<file path="config.mk">
export PLATFORM = sky130hd
export DESIGN_NAME = intr_presenter
export DESIGN_NICKNAME = d
export VERILOG_FILES = /design/src/rtl/ipc_pkg.sv /design/src/rtl/ipc_req_judge.sv /design/src/rtl/ipc_ipi_judge.sv /design/src/rtl/ipc_out_stage.sv /design/src/rtl/intr_presenter.sv
export SDC_FILE = /design/constraint.sdc
export NUM_CORES = 1
export LEC_CHECK = 0
export BUFFER_PORTS_ARGS = -buffer_cell sky130_fd_sc_hd__buf_2
export CAP_MARGIN = 40
export CORE_MARGIN = 2
export CORE_UTILIZATION = 38
export CTS_CLUSTER_DIAMETER = 150
export DETAILED_ROUTE_END_ITERATION = 16
export PLACE_DENSITY_LB_ADDON = 0.12
export SLEW_MARGIN = 30
export SYNTH_ARGS = -nofsm -noshare
export SYNTH_HDL_FRONTEND = slang
export SYNTH_SLANG_ARGS = --single-unit
</file>
<file path="constraint.sdc">
create_clock -name clk -period 4.4 [get_ports clk]
set_clock_uncertainty 0.2 [all_clocks]
set_input_delay 0.44 -clock clk [delete_from_list [all_inputs] [get_ports clk]]
set_output_delay 0.44 -clock clk [all_outputs]
set_load 0.03 [all_outputs]
</file>
<file path="src/rtl/ipc_pkg.sv">
package ipc_pkg;

    parameter int unsigned PRIO_W = 8;
    parameter int unsigned SRC_W  = 24;
    parameter int unsigned OP_W   = 3;
    localparam int unsigned WORD_W = PRIO_W + SRC_W;

    typedef logic [PRIO_W-1:0] prio_t;
    typedef logic [SRC_W-1:0]  src_t;
    typedef logic [WORD_W-1:0] word_t;

    localparam prio_t PRIO_NONE = '1;
    localparam src_t  SRC_NONE  = '0;

    typedef enum logic [OP_W-1:0] {
        OP_SET_CPPR = 3'd0,
        OP_SET_IPI  = 3'd1,
        OP_ACCEPT   = 3'd2,
        OP_EOI      = 3'd3,
        OP_POLL     = 3'd4
    } op_e;

    typedef struct packed {
        logic rej_v;
        src_t rej_src;
        logic eoi_v;
        src_t eoi_src;
        logic resend;
    } fb_t;

    typedef struct packed {
        logic  v;
        word_t word;
        prio_t ipi;
    } rsp_t;

    // a strictly more favoured than b
    function automatic logic beats(prio_t a, prio_t b);
        return a < b;
    endfunction

    function automatic word_t pack_word(prio_t thr, src_t src);
        return {thr, src};
    endfunction

    function automatic prio_t top_byte(word_t w);
        return w[WORD_W-1 -: PRIO_W];
    endfunction

endpackage

</file>
<file path="src/rtl/ipc_req_judge.sv">
module ipc_req_judge
    import ipc_pkg::*;
(
    input  src_t  req_src,
    input  prio_t req_prio,
    input  prio_t thr,
    input  src_t  cur_src,
    input  prio_t cur_pend,
    output logic  take,
    output logic  bump
);
    logic occupied;
    logic under_thr;
    logic beats_cur;

    always_comb begin
        occupied  = (cur_src != SRC_NONE);
        under_thr = beats(req_prio, thr);
        beats_cur = beats(req_prio, cur_pend);
        take      = (req_src != SRC_NONE) && under_thr && (!occupied || beats_cur);
        bump      = take && occupied;
    end
endmodule

</file>
<file path="src/rtl/ipc_ipi_judge.sv">
module ipc_ipi_judge
    import ipc_pkg::*;
(
    input  prio_t thr,
    input  prio_t ipi_prio,
    input  src_t  cur_src,
    input  prio_t cur_pend,
    output logic  show,
    output logic  bump
);
    logic occupied;
    logic held_off;

    always_comb begin
        occupied = (cur_src != SRC_NONE);
        held_off = occupied && !beats(ipi_prio, cur_pend);
        show     = beats(ipi_prio, thr) && !held_off;
        bump     = show && occupied;
    end
endmodule

</file>
<file path="src/rtl/ipc_out_stage.sv">
module ipc_out_stage
    import ipc_pkg::*;
(
    input  logic clk,
    input  logic rst,
    input  fb_t  fb_d,
    input  rsp_t rsp_d,
    output fb_t  fb_q,
    output rsp_t rsp_q
);
    always_ff @(posedge clk) begin
        if (rst) begin
            fb_q  <= '0;
            rsp_q <= '0;
        end else begin
            fb_q  <= fb_d;
            rsp_q <= rsp_d;
        end
    end
endmodule

</file>
<file path="src/rtl/intr_presenter.sv">
module intr_presenter
    import ipc_pkg::*;
#(
    parameter int unsigned IPI_SRC = 2
) (
    input  logic              clk,
    input  logic              rst,
    input  logic              req_valid,
    input  logic [SRC_W-1:0]  req_src,
    input  logic [PRIO_W-1:0] req_prio,
    input  logic              cmd_valid,
    input  logic [OP_W-1:0]   cmd_op,
    input  logic [WORD_W-1:0] cmd_data,
    output logic              irq_out,
    output logic              rej_valid,
    output logic [SRC_W-1:0]  rej_src,
    output logic              eoi_valid,
    output logic [SRC_W-1:0]  eoi_src,
    output logic              resend_req,
    output logic              rsp_valid,
    output logic [WORD_W-1:0] rsp_word,
    output logic [PRIO_W-1:0] rsp_ipi
);
    localparam src_t IPI_NUM = src_t'(IPI_SRC);

    // architectural state
    prio_t cppr_q, pend_q, mfrr_q;
    src_t  xisr_q;
    logic  irq_q;

    prio_t cppr_d, pend_d, mfrr_d;
    src_t  xisr_d;
    logic  irq_d;

    fb_t  fb_d, fb_q;
    rsp_t rsp_d, rsp_q;

    op_e   op;
    prio_t arg_lo, arg_hi, new_thr, ipi_thr, ipi_val;
    logic  thr_cmd;

    logic req_take, req_bump;
    logic ipi_show, ipi_bump;

    always_comb begin
        op      = op_e'(cmd_op);
        arg_lo  = cmd_data[PRIO_W-1:0];
        arg_hi  = top_byte(cmd_data);
        new_thr = (op == OP_EOI) ? arg_hi : arg_lo;
        thr_cmd = (op == OP_SET_CPPR) || (op == OP_EOI);
        ipi_thr = thr_cmd ? new_thr : cppr_q;
        ipi_val = (op == OP_SET_IPI) ? arg_lo : mfrr_q;
    end

    ipc_req_judge u_req_judge (
        .req_src  (req_src),
        .req_prio (req_prio),
        .thr      (cppr_q),
        .cur_src  (xisr_q),
        .cur_pend (pend_q),
        .take     (req_take),
        .bump     (req_bump)
    );

    ipc_ipi_judge u_ipi_judge (
        .thr      (ipi_thr),
        .ipi_prio (ipi_val),
        .cur_src  (xisr_q),
        .cur_pend (pend_q),
        .show     (ipi_show),
        .bump     (ipi_bump)
    );

    always_comb begin
        cppr_d = cppr_q;
        pend_d = pend_q;
        mfrr_d = mfrr_q;
        xisr_d = xisr_q;
        irq_d  = irq_q;
        fb_d   = '0;
        rsp_d  = '0;

        if (cmd_valid) begin
            case (op)
                OP_SET_CPPR: begin
                    cppr_d = arg_lo;
                    if (beats(arg_lo, cppr_q)) begin
                        if ((xisr_q != SRC_NONE) && !beats(pend_q, arg_lo)) begin
                            xisr_d        = SRC_NONE;
                            pend_d        = PRIO_NONE;
                            irq_d         = 1'b0;
                            fb_d.rej_v    = 1'b1;
                            fb_d.rej_src  = xisr_q;
                        end
                    end else if (xisr_q == SRC_NONE) begin
                        if (ipi_show) begin
                            xisr_d = IPI_NUM;
                            pend_d = mfrr_q;
                            irq_d  = 1'b1;
                        end
                        fb_d.resend = 1'b1;
                    end
                end
                OP_SET_IPI: begin
                    mfrr_d = arg_lo;
                    if (ipi_show) begin
                        if (ipi_bump) begin
                            fb_d.rej_v   = 1'b1;
                            fb_d.rej_src = xisr_q;
                        end
                        xisr_d = IPI_NUM;
                        pend_d = arg_lo;
                        irq_d  = 1'b1;
                    end
                end
                OP_ACCEPT: begin
                    rsp_d.v    = 1'b1;
                    rsp_d.word = pack_word(cppr_q, xisr_q);
                    rsp_d.ipi  = mfrr_q;
                    cppr_d     = pend_q;
                    xisr_d     = SRC_NONE;
                    pend_d     = PRIO_NONE;
                    irq_d      = 1'b0;
                end
                OP_EOI: begin
                    cppr_d       = arg_hi;
                    fb_d.eoi_v   = 1'b1;
                    fb_d.eoi_src = cmd_data[SRC_W-1:0];
                    if (xisr_q == SRC_NONE) begin
                        if (ipi_show) begin
                            xisr_d = IPI_NUM;
                            pend_d = mfrr_q;
                            irq_d  = 1'b1;
                        end
                        fb_d.resend = 1'b1;
                    end
                end
                OP_POLL: begin
                    rsp_d.v    = 1'b1;
                    rsp_d.word = pack_word(cppr_q, xisr_q);
                    rsp_d.ipi  = mfrr_q;
                end
                default: begin
                end
            endcase
        end else if (req_valid) begin
            if (req_take) begin
                if (req_bump) begin
                    fb_d.rej_v   = 1'b1;
                    fb_d.rej_src = xisr_q;
                end
                xisr_d = req_src;
                pend_d = req_prio;
                irq_d  = 1'b1;
            end else begin
                fb_d.rej_v   = 1'b1;
                fb_d.rej_src = req_src;
            end
        end
    end

    always_ff @(posedge clk) begin
        if (rst) begin
            cppr_q <= '0;
            xisr_q <= SRC_NONE;
            pend_q <= PRIO_NONE;
            mfrr_q <= PRIO_NONE;
            irq_q  <= 1'b0;
        end else begin
            cppr_q <= cppr_d;
            xisr_q <= xisr_d;
            pend_q <= pend_d;
            mfrr_q <= mfrr_d;
            irq_q  <= irq_d;
        end
    end

    ipc_out_stage u_out_stage (
        .clk   (clk),
        .rst   (rst),
        .fb_d  (fb_d),
        .rsp_d (rsp_d),
        .fb_q  (fb_q),
        .rsp_q (rsp_q)
    );

    assign irq_out    = irq_q;
    assign rej_valid  = fb_q.rej_v;
    assign rej_src    = fb_q.rej_src;
    assign eoi_valid  = fb_q.eoi_v;
    assign eoi_src    = fb_q.eoi_src;
    assign resend_req = fb_q.resend;
    assign rsp_valid  = rsp_q.v;
    assign rsp_word   = rsp_q.word;
    assign rsp_ipi    = rsp_q.ipi;

endmodule

</file>
## Yosys cells after proc, flatten, opt, wreduce, memory -nomap -nowiden

Index checks and enable logic that the tools add are counted.

| storage, ports and cells | value |
|---|---|
| bits of input ports | 71 |
| output and inout bits | 93 |
| word-level logic and storage cells | 99 |
| flip-flop bits (word level) | 141 |

| cells by class | value |
|---|---|
| $lt $le $gt $ge | 6 |
| mux-type cells | 43 |
| equal/unequal tests | 7 |
| reductions and logical operators | 27 |
| bitwise logic cells | 3 |

Operator list:

| operator | number |
|---|---|
| 2-to-1 mux 25 bit | 9 |
| 2-to-1 mux 24 bit | 7 |
| case mux 24 bit (4 select lines) | 1 |
| 2-to-1 mux 8 bit | 11 |
| case mux 25 bit (2 select lines) | 1 |
| less-than comparator 8 bit | 6 |
| nonzero test 24 bit | 2 |
| 2-to-1 mux 41 bit | 1 |
| case mux 8 bit (4 select lines) | 1 |
| zero test 24 bit | 1 |
| case mux 8 bit (3 select lines) | 1 |
| 2-to-1 mux 1 bit | 9 |
| logical AND 1 bit | 7 |
| == test 3 x 2 -> 1 bit (second input constant) | 2 |
| OR reduction 3 bit | 2 |
| inequality test 5 x 1 -> 1 bit (second input constant) | 1 |
| AND reduction 5 bit | 1 |
| zero test 1 bit | 4 |
| inequality test 4 x 3 -> 1 bit (second input constant) | 1 |
| case mux 1 bit (4 select lines) | 1 |
| AND reduction 4 bit | 1 |
| nonzero test 2 bit | 2 |
| OR reduction 2 bit | 2 |
| == test 3 x 1 -> 1 bit (second input constant) | 1 |
| other kinds (8) | 11 |

## Longest topological paths before layout

Gate-level depths: netlist of the first run.

| depth | value |
|---|---|
| word-level depth | 12 |
| gate-level depth with buffers | 16 |
| mapped depth without buffers | 12 |

## Cells and area by module

A second synthesis of the first run with hierarchy kept.

| second synthesis, totals | value |
|---|---|
| cells, all modules | 849 |
| area, all modules | 7487.2 um2 |

Modules (own cells, without submodules):

| module | cells an instance | area each (um2) | times used | sequential area each (um2) |
|---|---|---|---|---|
| intr_presenter | 531 | 4035.1 | 1 | 980.9 |
| ipc_out_stage | 194 | 2523.7 | 1 | 1841.8 |
| ipc_req_judge | 69 | 511.7 | 1 | 0.0 |
| ipc_ipi_judge | 55 | 416.6 | 1 | 0.0 |

## Least setup slack after synthesis of the first run

OpenSTA, ideal clock, no wires.

| path | value |
|---|---|
| kind | input-to-reg |
| start | input cmd_op[1] |
| end | register pend_q[1] |
| data required time | 4078 ps |
| setup slack | 738 ps |
| path buffers | 3 |
| cell stages on the path | 15 |
| library setup time | 122 ps |
| arrival | 3340 ps |
| cell sequence | clkbuf_1 nor2b_1 clkbuf_1 clkbuf_1 nand2_1 o21ai_0 a21oi_1 ha_1 a211oi_1 nor2_1 nor3_1 o21ai_0 o21bai_2 nand3_2 o32a_1 |

| between the ends | value |
|---|---|
| longest elaborated chain between the ends | 12 |
| elaborated cells on any way between the ends | 23 |
| classes of those cells | order compare (2); eq/ne (6); mux (8); reduce/logical (7) |

RTL lines:

| what | RTL line | text |
|---|---|---|
| from (decl) | intr_presenter.sv:12 | `input logic [OP_W-1:0] cmd_op,` |
| == test 3 x 1 -> 1 bit | intr_presenter.sv:52, intr_presenter.sv:84 |  |
| 2-to-1 mux 8 bit | n/a |  |
| less-than comparator 8 bit | ipc_pkg.sv:39 | `return a < b;` |
| zero test 1 bit | ipc_ipi_judge.sv:16 | `held_off = occupied && !beats(ipi_prio, cur_pend);` |
| logical AND 1 bit | ipc_ipi_judge.sv:16 |  |
| zero test 1 bit | ipc_ipi_judge.sv:17 | `show = beats(ipi_prio, thr) && !held_off;` |
| logical AND 1 bit | ipc_ipi_judge.sv:17 |  |
| 2-to-1 mux 8 bit (3 in series) | n/a |  |
| case mux 8 bit (4 select lines) | intr_presenter.sv:84 | `case (op)` |
| 2-to-1 mux 8 bit | intr_presenter.sv:83 | `if (cmd_valid) begin` |
| to (signal assigned) | intr_presenter.sv:172 | `pend_q <= pend_d;` |
| to (decl) | intr_presenter.sv:27 | `prio_t cppr_q, pend_q, mfrr_q;` |

Several ways; a longest one is shown, not always the timed one.
A chain may end at the register's enable or synchronous reset.

## Final worst setup path of the first run

| path | value |
|---|---|
| start | input cmd_op[0] |
| end | register pend_q[2] |

| between the ends | value |
|---|---|
| longest elaborated chain between the ends | 12 |
| elaborated cells on any way between the ends | 23 |
| classes of those cells | order compare (2); eq/ne (6); mux (8); reduce/logical (7) |

RTL lines:

| what | RTL line | text |
|---|---|---|
| == test 3 x 1 -> 1 bit * | intr_presenter.sv:52 | `ipi_val = (op == OP_SET_IPI) ? arg_lo : mfrr_q;` |
| 2-to-1 mux 8 bit * | n/a |  |
| via ipi_val[5] | intr_presenter.sv:39 | `prio_t arg_lo, arg_hi, new_thr, ipi_thr, ipi_val;` |
| less-than comparator 8 bit | ipc_pkg.sv:39 |  |
| zero test 1 bit | ipc_ipi_judge.sv:16 |  |
| logical AND 1 bit | ipc_ipi_judge.sv:16 |  |
| zero test 1 bit | ipc_ipi_judge.sv:17 |  |
| logical AND 1 bit * | ipc_ipi_judge.sv:17 |  |
| 2-to-1 mux 8 bit (3 in series) | n/a |  |
| case mux 8 bit (4 select lines) | intr_presenter.sv:84 |  |
| 2-to-1 mux 8 bit | intr_presenter.sv:83 |  |

Mark *: on every way through the listed nets, which the timed path passes. The rest lies on a longest branch.

==> results of run 1 <==
## layout make-up
| class | instances | area [µm²] | share of cell area |
|---|---|---|---|
| clock buffers | 20 | 446.7 | 0.05642 |
| flip-flops and latches | 141 | 2823 | 0.3566 |
| repair buffers | 181 | 962.2 | 0.1215 |
| inverters | 28 | 105.1 | 0.01328 |
| clock inverters | 12 | 136.4 | 0.01723 |
| well taps | 216 | 270.3 | 0.03414 |
| multi-input cells | 497 | 3173 | 0.4008 |
## stage by stage
step	total power, µW	setup slack, ns	area (µm²)	hold slack, ns
final	3188	0.8866	7916	0.01056
after global routing	3335	0.6963	7916	0.001360
after CTS	3214	0.9423	7906	0.000009215
after detailed placement	1809	0.5090	7293	0.2729
after global placement	1800	0.5426	7277	0.2743
after floorplan	1646	0.7382	6245	0.2496
## power groups by stage
stage / registers, µW / clock network (µW) / logic [µW]
after floorplan: 1390 / 0 / 260
after detailed placement: 1370 / 0 / 444
after global placement: 1370 / 0 / 434
after CTS: 1340 / 1430 / 449
after global routing: 1340 / 1490 / 499
final: 1340 / 1400 / 448
## layer usage
layer	part of all wire	GRT usage	up-vias	wire length (µm)
met5	0	0	-	0
met4	0.014	0.06153	0	250
met3	0.055	0.04921	20	1001
met2	0.49	0.3701	190	8994
met1	0.44	0.2704	2649	8053
li1	-	-	2802	-
## flip-flops by register name, indices dropped and copies added, names as in the netlist
| signal | flops |
|---|---|
| irq_out | 1 |
| u_out_stage.fb_q | 51 |
| mfrr_q | 8 |
| cppr_q | 8 |
| u_out_stage.rsp_q | 41 |
| xisr_q | 24 |
| pend_q | 8 |
## layout by cell type, fill, tap and decap left out, types with 9 or more instances in the layout
cell type | netlist | routed
a22o_1 | 23 | 23
nand3_1 | 11 | 11
o21ai_0 | 25 | 25
and2_1 | 65 | 65
a21oi_1 | 32 | 32
nor4_1 | 12 | 12
o21ai_1 | 24 | 24
buf_2 | 4 | 164
a31oi_1 | 9 | 9
inv_1 | 27 | 27
buf_4 | 0 | 12
mux2i_1 | 17 | 17
a211oi_1 | 13 | 12
dfxtp_1 | 141 | 141
clkbuf_16 | 0 | 17
nor2_1 | 44 | 44
ha_1 | 42 | 42
nand2_1 | 103 | 103
## cells by family after synthesis
kind of cell    Yosys count  share of synthesized area
compound gates          174                     0.1891
xor+xnor                  2                   0.002806
fa+ha+maj                42                    0.08415
buf+inv                  64                    0.04167
flops                   141                     0.4520
mux                      17                    0.02725
simple gates            262                     0.2030
## path summary, 6_finish.rpt
| kind | startpoint | endpoint |
|---|---|---|
| setup / recovery | cmd_op[0] | pend_q[2]$_SDFFE_PP1P_ |
| hold / removal | cmd_data[8] | u_out_stage.fb_q[9]$_SDFF_PP0_ |
| setup reg to reg | pend_q[4]$_SDFFE_PP1P_ | pend_q[2]$_SDFFE_PP1P_ |
| hold reg to reg | xisr_q[23]$_SDFFE_PP0P_ | u_out_stage.fb_q[49]$_SDFF_PP0_ |
## synth_stat cells (all sizes together), types with 3 or more instances
| cell | number | area share |
|---|---|---|
| nor4 | 12 | 0.012 |
| a31oi | 9 | 0.0090 |
| clkbuf | 26 | 0.016 |
| o32a | 8 | 0.013 |
| nand2b | 6 | 0.0060 |
| inv | 27 | 0.016 |
| buf | 10 | 0.0092 |
| o21ai | 49 | 0.039 |
| and2 | 65 | 0.065 |
| o22ai | 7 | 0.0070 |
| ha | 42 | 0.084 |
| dfxtp | 141 | 0.45 |
| a21o | 3 | 0.0036 |
| a211oi | 14 | 0.018 |
| a22o | 23 | 0.032 |
| mux2i | 17 | 0.027 |
| a211o | 3 | 0.0042 |
| a21oi | 33 | 0.027 |
| nor2 | 44 | 0.026 |
| o211ai | 5 | 0.0076 |
| nor3 | 5 | 0.0040 |
| nand3 | 12 | 0.010 |
| nand4 | 5 | 0.0050 |
| nand2 | 103 | 0.062 |
| o21bai | 3 | 0.0042 |
==> results.md, run 1 <==
- Warnings from Yosys: 0
- Final hold viol count: 0
- Site row count: 46
- Worst min path class: primary input to register
- Cts hold-fix bufs: 3
- Core area: 0.01600 mm²
- Pint: 2331 µW
- DIE WIDTH: ~130 µm
- Global route overflow: 0
- Syn_area_per_cell: just under 9 µm²
- Number of cells on the critical path: 13
- IO Port Bufs: roughly 160
- Final setup vio count: 0
- Vias/cell: slightly above 5
- # H-tree levels: 4
- Post-CTS Resized: 0
- Buf/Inv on CP: 2
- Bufs on Longest Clock Path: 2
- Clock latency on the worst-skew pair: around 0.42 ns
- Hold path depth: 2
- Clk sink count: around 140
- Sum Neg Setup Slack: 0 ns
- Vias in the first global route: approximately 5700
- Postcts setup bufs: 0
- TritonRoute pass-1 iters: 5
- Slowest stage delay, CP: 0.53 ns
- Detailed router's first-iteration violation count: approximately 380
- Syn nets: a little over 800
- Peak supply drop: approximately 0.27 mV
- Placed cell count: approximately 1100
- Top FF cell, synth: dfxtp_1
- CTS tree: built
- Clock share of power: 0.440
- Clk pin slew, worst setup/hold paths: around 0.060 ns
- Async set-reset flop share out of synthesis: 0
- Fraction of layout cells with a size suffix above 1: 0.2469
- Worst-margin pin slew: between 0.8 and 0.9 ns
- RSZ-0062 raised after global routing: false
- Die Ht: approximately 130 µm
- Ports: ~160
- Logic gate share of total power: 0.140
- Max-Cap Viols: 0
- Clock Tree Root: clkbuf_16
- DP HPWL: approximately 14 mm
- Cells after Synth: between 700 and 800
- Initial core utilization: 0.3903
- Finished Layout Cells: ~1100
- Synthesis-to-finish area growth: 26.77%
- Sequential area share after synthesis: 0.4520
- Reg2reg setup slack: just over 1 ns
- Pin count of the biggest net entering global routing: 42
- Ant diodes: 0
- Kind of critical path: primary input to register
- Final Cycle Share: 0.7985
- Routed Antenna Nets: 0
- Slowest-stage cell, CP: or3b_1
- Min cycle time layout: 3.513 ns
- Critical path, cell by cell: buf_2 -> or3b_1 -> nand2_1 -> nand2_1 -> ha_1 -> a211oi_1 -> nor2_1 -> nor3_1 -> o21ai_0 -> buf_4 -> o21bai_2 -> nand3_2 -> o32a_1
- Vias: 5661
- Seq pwr share: 0.420
- Net Sw Power: between 800 and 900 µW
- Die Area: roughly 0.017 mm²
- Post-DR wirelength/cell: around 17 µm
- CP required: between 4 and 5 ns
- Synthesized area: between 0.006 and 0.007 mm²
- Inserted Clock Buffers: 17
- Post-layout util: 0.4948
- Power per cell area: around 400 mW/mm²
- Number of synthesized flops with an enable pin: 0
- Initial antenna violation count: 0
- WP data arrival: about 3.6 ns
- Fin. max-slew vios: 0
- Max_slew headroom: 0.4271
- F_max: approximately 280 MHz
- Gr usage total: 0.2151
- Fill cells: ~1600
- First-pass GRT wire length: between 20 and 30 mm
- Fin nets: roughly 980
- Status: finished clean
- Switching Share: 0.2687
- #FFs+latches synth: between 100 and 150
- CP max FO: 13
- Reg2reg path depth: 9
- Synth unique cells: 55
- Final WL: between 15 and 20 mm
- Startpoint Class: primary input
- CP dominant cell by count: nand2_1
- DRC Markers: 0
- Leak: between 0.003 and 0.004 µW
- CP Capture Type: register
- Dominant delay contributor by cell family on the critical path: simple AND/OR/NAND/NOR gates
- GPL Wtd Cong: between 0.9 and 1
Power figures use the tool's default switching activity.
==> run 2: changes to the inputs <==
--- a/config.mk
+++ b/config.mk
@@ -5,6 +5,7 @@
 export SDC_FILE = /design/constraint.sdc
 export NUM_CORES = 1
 export LEC_CHECK = 0
+export ABC_AREA = 1
 export BUFFER_PORTS_ARGS = -buffer_cell sky130_fd_sc_hd__buf_2
 export CAP_MARGIN = 40
 export CORE_MARGIN = 2
==> constraint.sdc (replaced) <==
create_clock -name clk -period 3.6 [get_ports clk]
set_clock_uncertainty 0.2 [all_clocks]
set_input_delay 0.36 -clock clk [delete_from_list [all_inputs] [get_ports clk]]
set_output_delay 0.36 -clock clk [all_outputs]
set_load 0.03 [all_outputs]
==> run 2 against run 1 <==
  * Largest power group unchanged
  * Power is 38% higher
  * Highest routed layer unchanged
  * Flip-flop and latch count did not move
  * First-iteration DRC count increased by 10%
==> results.md, run 2 <==
- Hold path depth: 3
- Vias: between 6000 and 7000
- Synthesis-to-finish area growth: 28.71%
- Die Area: approximately 0.019 mm²
- Postcts setup bufs: 0
- Sequential area share after synthesis: 0.4141
- Most common cell in the synthesized netlist: inv_1
- Kind of critical path: primary input to register
- Max-Cap Viols: 0
- Bufs on Longest Clock Path: 2
- Clk sink count: approximately 140
- Fin. max-slew vios: 0
- Worst-margin pin slew: about 0.77 ns
- #FFs+latches synth: 141
- Power per cell area: about 500 mW/mm²
- First-pass GRT wire length: roughly 32 mm
- Fill cells: about 1800
- # H-tree levels: 4
- Fin nets: 1210
- WP data arrival: about 3.1 ns
- Worst min path class: primary input to register
- Die Ht: 137.9 µm
- Post-DR wirelength/cell: around 16 µm
- Most frequent cells in the layout: buf_2, inv_1, nand2_1
- Hold Startpoint: req_src[3]
- DRC Markers: 0
- Vias in the first global route: roughly 6100
- Setup crit start: cmd_op[1]
- Reg2reg path depth: 13
- Ant diodes: 0
- Gr usage total: 0.2200
- Syn nets: just over 1000
- Most common cell after layout, fill and taps aside: buf_2
- Crit Reg-Reg Startpoint: cppr_q[3]$_SDFFE_PP0P_
- Async set-reset flop share out of synthesis: 0
- Warnings from Yosys: 0
- Final worst setup slack: approximately 0.54 ns
- F_max: around 330 MHz
- Clock Tree Root: clkbuf_16
- Top cells by area, synth: dfxtp_1, inv_1, nand2_1
- Fraction of layout cells with a size suffix above 1: 0.2279
- Max reg flops: 51
- Core area: about 0.017 mm²
- Cts hold-fix bufs: 25
- GPL Wtd Cong: approximately 0.9
- Cells after Synth: between 900 and 1000
- Final hold viol count: 0
- Final Cell Area: 0.008773 mm²
- Detailed router's first-iteration violation count: between 400 and 500
- Max_slew headroom: 0.4845
- Site row count: 48
- Initial antenna violation count: 0
- Vias/cell: ~4.9
- Routed Antenna Nets: 0
- Reg2reg setup slack: ~0.60 ns
- Area leader, netlist: dfxtp_1
- CP Capture Type: register
- Post-layout util: 0.5037
- Startpoint Class: primary input
- Min cycle time layout: around 3.1 ns
- Final setup vio count: 0
- Placed cell area: 0.007841 mm²
- FF-to-FF End: xisr_q[5]$_SDFFE_PP0P_
- CP required: 3.67 ns
- CTS tree: built
- Sum Neg Setup Slack: 0 ns
- Top FF cell, synth: dfxtp_1
- RSZ-0062 raised after global routing: false
- TritonRoute pass-1 iters: 5
- Clock latency on the worst-skew pair: around 0.42 ns
- Ports: between 150 and 200
- WHS Endpoint: xisr_q[3]$_SDFFE_PP0P_
- Status: finished clean
- IO Port Bufs: about 160
- Most common library cells after synthesis: inv_1, nand2_1, dfxtp_1, a21oi_1, nor2_1
- Final Cycle Share: 0.8503
- Clk pin slew, worst setup/hold paths: about 0.060 ns
- Initial core utilization: 0.3914
- Final WL: between 20 and 25 mm
- Global route overflow: 0
- Largest registers: u_out_stage.fb_q: 51 flops, u_out_stage.rsp_q: 41 flops, xisr_q: 24 flops
- Syn_area_per_cell: roughly 7.5 µm²
- Leak: between 0.004 and 0.005 µW
- Inserted Clock Buffers: 17
- DP Worst Slack: about 0.18 ns
- DIE WIDTH: approximately 140 µm
- Synthesized area: slightly below 0.007 mm²
- Pin count of the biggest net entering global routing: 59
- CP max FO: 23
- Synth unique cells: 38
- Largest Register: u_out_stage.fb_q
- Peak supply drop: approximately 0.35 mV
- Post-synth top area share: 0.4141
- Number of synthesized flops with an enable pin: 0
- DP HPWL: about 15 mm
- Post-CTS Resized: 0
==> run 2: cell types whose count changed in the layout (fill, tap and decap cells not counted), moves of 40 or more <==
cell,before,now
inv_1,27,151
and2_1,65,0
nand3_1,11,62
a21oi_1,32,86
nand2_1,103,150
nor2_1,44,84
==> run 2: cell type report <==
class	instances	area (µm²)	area share
multi-input cells	582	3233	0.3685
flip-flops and latches	141	2823	0.3217
repair buffers	200	1172	0.1336
inverters	155	581.8	0.06631
clock buffers	22	474.2	0.05405
well taps	225	281.5	0.03209
clock inverters	10	207.7	0.02367
==> run 2: cells by family after synthesis <==
kind of cell	after synthesis	synth area share
flops	141	0.4141
buf+inv	191	0.1116
fa+ha+maj	42	0.07709
compound gates	193	0.1612
simple gates	347	0.2360
==> run 2: through the flow <==
stage	cells	total power (µW)	hold WS, ns
CTS	1335	4446	0.0005462
global route	1335	4605	0.01697
detailed placement	1278	2386	0.2757
floorplan	914	2165	0.2437
finish	1335	4414	0.01735
global placement	1277	2384	0.2756
==> run 2: report_power, final <==
part	internal [µW]	leakage [µW]	switching [µW]
clock network	1360	0.000335	677
registers	1610	0.00115	40.5
logic	243	0.00275	483
==> run 2: worst max path at each step <==
stage / endpoint / slack [ns]
finish: xisr_q[5]$_SDFFE_PP0P_ / 0.54
global route: xisr_q[5]$_SDFFE_PP0P_ / 0.23
CTS: xisr_q[5]$_SDFFE_PP0P_ / 0.56
detailed placement: xisr_q[5]$_SDFFE_PP0P_ / 0.18
global placement: xisr_q[6]$_SDFFE_PP0P_ / 0.30
floorplan: xisr_q[7]$_SDFFE_PP0P_ / 0.77
==> run 2: worst max-delay path: stages <==
cell and delay [ns]:
buf_2 0.13, nor2_4 0.19, nand2_2 0.14, nand2_1 0.22, inv_1 0.11, a221oi_1 0.32
ha_1 0.31, a21oi_1 0.16, nand2_2 0.09, nand2_4 0.10, nand3_4 0.16, nand3_2 0.15
nand2_1 0.06, nand2_1 0.06, nand2_2 0.31, nand2_1 0.17, a21oi_1 0.08
==> run 2: layer usage <==
| metal | share of wire | GRT usage |
|---|---|---|
| met3 | 0.072 | 0.04349 |
| met1 | 0.46 | 0.3009 |
| met2 | 0.44 | 0.3366 |
| met4 | 0.027 | 0.09580 |
| met5 | 0 | 0 |
